<file path="src/rtl/dma_chan_ctl_pkg.sv">
`timescale 1ns/1ps
package dma_chan_ctl_pkg;

   // Channel slots per field; field positions are fixed by software layout
   localparam int unsigned SLOTS       = 8;
   localparam int unsigned RUN_LSB     = 0;
   localparam int unsigned RUN_MSK_LSB = RUN_LSB + SLOTS;
   localparam int unsigned HLD_LSB     = RUN_MSK_LSB + SLOTS;
   localparam int unsigned HLD_MSK_LSB = HLD_LSB + SLOTS;
   localparam int unsigned KIL_LSB     = HLD_MSK_LSB + SLOTS;
   localparam int unsigned KIL_MSK_LSB = KIL_LSB + SLOTS;
   localparam int unsigned USED_BITS   = KIL_MSK_LSB + SLOTS;

   // Per-channel write request decoded from one register write
   typedef struct packed {
      logic run_we;
      logic run_val;
      logic hld_we;
      logic hld_val;
      logic kil_we;
      logic kil_val;
   } chan_wr_t;

   // Per-channel state
   typedef struct packed {
      logic run;
      logic hld;
      logic kil;
      logic stop;
   } chan_st_t;

endpackage

</file>
<file path="src/rtl/dma_chan_ctl_decode.sv">
`timescale 1ns/1ps
module dma_chan_ctl_decode
   import dma_chan_ctl_pkg::*;
#(
   parameter int unsigned NUM_CH   = 8,
   parameter int unsigned ADDR_W   = 12,
   parameter int unsigned DATA_W   = 64,
   parameter logic [ADDR_W-1:0] REG_ADDR = '0
) (
   input  logic              reg_wr,
   input  logic              reg_rd,
   input  logic [ADDR_W-1:0] reg_addr,
   input  logic [DATA_W-1:0] reg_wdata,
   output logic              rd_hit,
   output logic              rd_miss,
   output chan_wr_t          wr_req [NUM_CH]
);

   logic hit;
   logic wr_hit;
   logic unused_wdata;

   assign hit     = (reg_addr == REG_ADDR);
   assign wr_hit  = reg_wr & hit;
   assign rd_hit  = reg_rd & hit;
   assign rd_miss = reg_rd & ~hit;

   // upper and out-of-range bits carry no meaning
   assign unused_wdata = ^reg_wdata;

   for (genvar c = 0; c < NUM_CH; c++) begin : g_dec
      assign wr_req[c].run_we  = wr_hit & reg_wdata[RUN_MSK_LSB + c];
      assign wr_req[c].run_val = reg_wdata[RUN_LSB + c];
      assign wr_req[c].hld_we  = wr_hit & reg_wdata[HLD_MSK_LSB + c];
      assign wr_req[c].hld_val = reg_wdata[HLD_LSB + c];
      assign wr_req[c].kil_we  = wr_hit & reg_wdata[KIL_MSK_LSB + c];
      assign wr_req[c].kil_val = reg_wdata[KIL_LSB + c];
   end

endmodule

</file>
<file path="src/rtl/dma_chan_ctl_slice.sv">
`timescale 1ns/1ps
module dma_chan_ctl_slice
   import dma_chan_ctl_pkg::*;
(
   input  logic     clk,
   input  logic     rst_n,
   input  chan_wr_t wr,
   input  logic     done,
   input  logic     parked,
   input  logic     kill_ack,
   output chan_st_t st
);

   chan_st_t st_q;
   chan_st_t st_d;
   logic     clr_run;

   // hardware events that end a channel's activity
   assign clr_run = done | kill_ack | (st_q.stop & parked);

   always_comb begin
      st_d = st_q;
      if (clr_run) begin
         st_d.run  = 1'b0;
         st_d.stop = 1'b0;
      end else if (wr.run_we) begin
         if (wr.run_val) begin
            st_d.run  = 1'b1;
            st_d.stop = 1'b0;
         end else begin
            st_d.stop = st_q.run;
         end
      end
      if (wr.hld_we) begin
         st_d.hld = wr.hld_val;
      end
      if (kill_ack) begin
         st_d.kil = 1'b0;
      end else if (wr.kil_we) begin
         st_d.kil = wr.kil_val;
      end
   end

   always_ff @(posedge clk or negedge rst_n) begin
      if (!rst_n) begin
         st_q <= '0;
      end else begin
         st_q <= st_d;
      end
   end

   assign st = st_q;


   done_clears_run_chk: assert property (@(posedge clk) disable iff (!rst_n)
      done |=> !st.run);


   ack_clears_kill_chk: assert property (@(posedge clk) disable iff (!rst_n)
      kill_ack |=> (!st.kil && !st.run));


   stop_needs_run_chk: assert property (@(posedge clk) disable iff (!rst_n)
      st.stop |-> st.run);


   run_unmasked_chk: assert property (@(posedge clk) disable iff (!rst_n)
      (!wr.run_we && !done && !kill_ack && !parked) |=> $stable(st.run));


   hold_write_chk: assert property (@(posedge clk) disable iff (!rst_n)
      wr.hld_we |=> (st.hld == $past(wr.hld_val)));

endmodule

</file>
<file path="src/rtl/dma_chan_ctl_readback.sv">
`timescale 1ns/1ps
module dma_chan_ctl_readback
   import dma_chan_ctl_pkg::*;
#(
   parameter int unsigned NUM_CH = 8,
   parameter int unsigned DATA_W = 64
) (
   input  logic              clk,
   input  logic              rst_n,
   input  logic              rd_hit,
   input  logic              rd_miss,
   input  chan_st_t          st [NUM_CH],
   output logic [DATA_W-1:0] reg_rdata
);

   logic [DATA_W-1:0] image;
   logic [DATA_W-1:0] rdata_q;

   always_comb begin
      image = '0;
      for (int c = 0; c < NUM_CH; c++) begin
         image[RUN_LSB + c] = st[c].run;
         image[HLD_LSB + c] = st[c].hld;
         image[KIL_LSB + c] = st[c].kil;
      end
   end

   always_ff @(posedge clk or negedge rst_n) begin
      if (!rst_n) begin
         rdata_q <= '0;
      end else if (rd_hit) begin
         rdata_q <= image;
      end else if (rd_miss) begin
         rdata_q <= '0;
      end
   end

   assign reg_rdata = rdata_q;


   miss_reads_zero_chk: assert property (@(posedge clk) disable iff (!rst_n)
      rd_miss |=> (reg_rdata == '0));


   rdata_hold_chk: assert property (@(posedge clk) disable iff (!rst_n)
      (!rd_hit && !rd_miss) |=> $stable(reg_rdata));


   mask_bits_zero_chk: assert property (@(posedge clk) disable iff (!rst_n)
      rd_hit |=> (reg_rdata[RUN_MSK_LSB +: SLOTS] == '0 &&
                  reg_rdata[HLD_MSK_LSB +: SLOTS] == '0));

endmodule

</file>
<file path="src/rtl/dma_chan_ctl.sv">
`timescale 1ns/1ps
module dma_chan_ctl
   import dma_chan_ctl_pkg::*;
#(
   parameter int unsigned NUM_CH   = 8,
   parameter int unsigned ADDR_W   = 12,
   parameter int unsigned DATA_W   = 64,
   parameter logic [ADDR_W-1:0] REG_ADDR = 12'h018
) (
   input  logic              clk,
   input  logic              rst_n,
   input  logic              reg_wr,
   input  logic              reg_rd,
   input  logic [ADDR_W-1:0] reg_addr,
   input  logic [DATA_W-1:0] reg_wdata,
   output logic [DATA_W-1:0] reg_rdata,
   input  logic [NUM_CH-1:0] eng_done,
   input  logic [NUM_CH-1:0] eng_parked,
   input  logic [NUM_CH-1:0] eng_kill_ack,
   output logic [NUM_CH-1:0] chan_run,
   output logic [NUM_CH-1:0] chan_hold,
   output logic [NUM_CH-1:0] chan_kill,
   output logic [NUM_CH-1:0] chan_stop_req
);

   if (NUM_CH < 1 || NUM_CH > SLOTS) begin : g_bad_ch
      $error("NUM_CH must lie in 1..8");
   end
   if (DATA_W < USED_BITS) begin : g_bad_w
      $error("DATA_W too narrow for the control word");
   end

   chan_wr_t wr_req [NUM_CH];
   chan_st_t st     [NUM_CH];
   logic     rd_hit;
   logic     rd_miss;

   dma_chan_ctl_decode #(
      .NUM_CH   (NUM_CH),
      .ADDR_W   (ADDR_W),
      .DATA_W   (DATA_W),
      .REG_ADDR (REG_ADDR)
   ) i_decode (
      .reg_wr    (reg_wr),
      .reg_rd    (reg_rd),
      .reg_addr  (reg_addr),
      .reg_wdata (reg_wdata),
      .rd_hit    (rd_hit),
      .rd_miss   (rd_miss),
      .wr_req    (wr_req)
   );

   for (genvar c = 0; c < NUM_CH; c++) begin : g_ch
      dma_chan_ctl_slice i_slice (
         .clk      (clk),
         .rst_n    (rst_n),
         .wr       (wr_req[c]),
         .done     (eng_done[c]),
         .parked   (eng_parked[c]),
         .kill_ack (eng_kill_ack[c]),
         .st       (st[c])
      );
      assign chan_run[c]      = st[c].run;
      assign chan_hold[c]     = st[c].hld;
      assign chan_kill[c]     = st[c].kil;
      assign chan_stop_req[c] = st[c].stop;
   end

   dma_chan_ctl_readback #(
      .NUM_CH (NUM_CH),
      .DATA_W (DATA_W)
   ) i_readback (
      .clk       (clk),
      .rst_n     (rst_n),
      .rd_hit    (rd_hit),
      .rd_miss   (rd_miss),
      .st        (st),
      .reg_rdata (reg_rdata)
   );

endmodule

</file>
<file path="config.mk">
export PLATFORM = sky130hd
export DESIGN_NAME = dma_chan_ctl
export DESIGN_NICKNAME = d
export VERILOG_FILES = /design/src/rtl/dma_chan_ctl_pkg.sv /design/src/rtl/dma_chan_ctl_decode.sv /design/src/rtl/dma_chan_ctl_slice.sv /design/src/rtl/dma_chan_ctl_readback.sv /design/src/rtl/dma_chan_ctl.sv
export SDC_FILE = /design/constraint.sdc
export NUM_CORES = 1
export LEC_CHECK = 0
export BUFFER_PORTS_ARGS = -buffer_cell sky130_fd_sc_hd__buf_2
export CELL_PAD_IN_SITES_DETAIL_PLACEMENT = 0
export CELL_PAD_IN_SITES_GLOBAL_PLACEMENT = 1
export CORE_MARGIN = 4
export CORE_UTILIZATION = 31
export CTS_BUF_LIST = sky130_fd_sc_hd__clkbuf_8
export DETAILED_ROUTE_END_ITERATION = 7
export PLACE_DENSITY = 0.84
export SLEW_MARGIN = 15
export SYNTH_ARGS = -nofsm -noshare
export SYNTH_HDL_FRONTEND = slang
export SYNTH_SLANG_ARGS = --single-unit
export TNS_END_PERCENT = 20
</file>
<file path="constraint.sdc">
create_clock -name clk -period 1.24 [get_ports clk]
set_input_delay 0.124 -clock clk [delete_from_list [all_inputs] [get_ports clk]]
set_output_delay 0.124 -clock clk [all_outputs]
set_load 0.005 [all_outputs]
</file>
==> impl_metrics.ini <==
[floorplanning]
rows = 36
initial_core_util_pct = 32.0
die-height_um = 108
pin_count = 200
core_mm2 = 0.00977
die_w_um = 108
die_area_mm2 = 0.0118

[synthesis]
async_flop_share_pct = 100
synthCells = 302
synth_area_mm2 = 0.00313
yosys.area.top_type = dfrtp_1
synth_cell_type_count = 20
yosysSeqAreaShare_pct = 44.8
syn_area_per_cell_um2 = 10.3
yosysWarnings = 0
yosysTopAreaCellShare_pct = 44.8
ys.flop_type = dfrtp_1
ys_ff_latch = 56
synth_edf_count = 0
synth_area_leaders = dfrtp_1, buf_4, o2bb2ai_2

[critical_path]
r2r-end = g_ch[1].i_slice.st[0]
start_kind = input pin
slowest_delay_ns = 0.60
crit_required_ns = 1.44
arrival_ns = 1.67
critical_path.endpoint_type = register
path_cells = buf_6 > or4_4 > clkbuf_16 > nor4_2 > mux2_2
cp_max_fo = 7
reg2reg_slack_ns = 0.02
r2r_cells = 3
reg2reg_from = g_ch[1].i_slice.st[0]
worstSetupPathType = input pin to register
crit_slowest_cell = or4_4

[sta]
finalSetupViolations = 56
layout_min_cycle_time_ns = 1.47
hold_viol_final = 0
worst_slack_ns = -0.233
max_freq_mhz = 679
report.final.slew_viol_count = 0
rsz0062_at_grt = true
skew_ns = 0.00455
period_share_pct = 119

[pwr]
leakage_nw = 2.29
p_total_w = 0.00333
pwr_density_cell_mw_per_mm2 = 742
peakVddDrop_mv = 0.438

[hold_path]
hp-start = reg_wdata[20]
hold_class = input pin to register
hold_depth = 2
holdPathEnd = g_ch[4].i_slice.st[2]

[outcome]
failed_checks = negative setup slack
run_status = finished, violations left

[finish]
layoutNonFillerInstCount = 600
design_area_mm2 = 0.00449
nets = 570
drive_gt1_share_pct = 51.4
synthToLayoutAreaGrowth_pct = 43.6
layout_common_cells = buf_2, dfrtp_1, nand2_1
n_antenna_cell = 0
final_common_cell = buf_2

[global_route]
grt_start_max_net_pins = 57
antenna_found_initial = 0
first_global_vias = 2658
grt.total_usage_pct = 14.6
grt_overflow_total = 0
grt_pass1_wl_um = 13400

[place]
dp.cells = 583
finalWeightedCongestion = 0.801
port_buffers = 143
dpl_cell_area_mm2 = 0.00398
detailed_place_hpwl_um = 6790

[detailed_routing]
vias = 2720
ant_nets = 0
dr.pass1.iters = 4
routed_wl_um = 9210
route.detailed.drc = 0
first_iter_violations = 111
viasPerCell = 4.53
wire_per_inst_um = 15.3

[cts]
numCtsBuffers = 5
cts.sinks = 56
h-tree-depth = 2
insertion_delay_ns = 0.30
path_clk_slew_ns = 0.10
cts_buffer_depth = 2
cts_tree = yes
cts-root-buf = clkbuf_8

[flow_run]
maxCapViolations = 0
flip-flops by register name, summed over array words and instances (netlist names):
register              count
g_ch.i_slice.st          32
i_readback.reg_rdata     24
worst max-delay path, delay by kind of cell:
family / cells / cell delay, ns
buffers and inverters: 2 / 0.30
multiplexers: 1 / 0.36
AND/OR/NAND/NOR: 2 / 0.89
metal layers:
layer	track usage (%)	vias to the layer above	share of wire, %
met2	24.4	116	50
met4	2.52	0	0.41
li1	-	1283	-
met1	19.4	1317	42
met3	3.70	4	7.6
met5	0	-	0
how the worst max path moves through the flow:
stage	startpoint	end	slack, ns	depth (start not counted)
after CTS	reg_addr[9]	g_ch[4].i_slice.st[0]	-0.22	5
final	reg_addr[10]	g_ch[2].i_slice.st[2]	-0.23	5
after detailed placement	reg_addr[1]	g_ch[2].i_slice.st[3]	-0.69	5
after global placement	reg_addr[5]	g_ch[2].i_slice.st[1]	-0.61	6
after floorplan	reg_addr[5]	i_readback.reg_rdata[0]	-0.48	6
after global routing	reg_addr[10]	g_ch[2].i_slice.st[2]	-0.28	5
area by class of cell:
cell class                 instances  area (um2)
clock inverter                     2        10.0
inverter                          25        93.8
timing repair buffer             174        1110
sequential                        56        1400
multi-input combinational        204        1620
clock buffer                       6        82.6
tap                              133         166
fill                             944        5290
synthesized netlist by cell type, types with 2 or more instances:
cell type and number:
nor4_1 16, or4_4 5, nand3b_1 8, o2bb2ai_1 4, mux2i_1 16, buf_4 40
nand2b_1 16, nand2_1 48, a211oi_1 8, inv_1 25, o21ai_0 8, o2bb2ai_2 20
clkbuf_1 10, dfrtp_1 56, buf_6 3, buf_2 3, or4_1 5, or4b_1 2
mux2_2 8
cells by family after synthesis:
logic type / share of synthesized area (%)
muxes: 8.01
other: 0.120
and+or+nand+nor: 17.7
DFF: 44.8
AOI/OAI and AO/OA: 13.9
buffers and inverters: 15.4
where the power goes:
part           total (W)  switching (W)  leakage (nW)  internal, W
sequential       0.00183    0.000000569         0.783      0.00183
combinational   0.000455       0.000249          1.45     0.000206
clock            0.00105       0.000600        0.0510     0.000448
total            0.00333       0.000850          2.29      0.00248
metrics by stage:
stage	utilization [%]	setup TNS [ns]	hold WS, ns	setup slack [ns]
after floorplan	-	-23.52	-0.172	-0.478
after global placement	40.7	-30.19	0.148	-0.608
after detailed placement	40.7	-32.55	0.150	-0.687
after CTS	42.9	-8.82	0.0334	-0.217
after global routing	45.9	-10.46	0.0271	-0.283
final	45.9	-9.66	0.0469	-0.233
timing repair:
item,4_1_cts,5_1_grt
setup endpoints to repair,56,56
setup buffers,1,7
hold endpoints to repair,56,0
gates resized for setup,27,41
pin swaps,1,21
cloned,0,1
hold buffers,1,0
No activity file was read; power rests on OpenSTA's default activity.
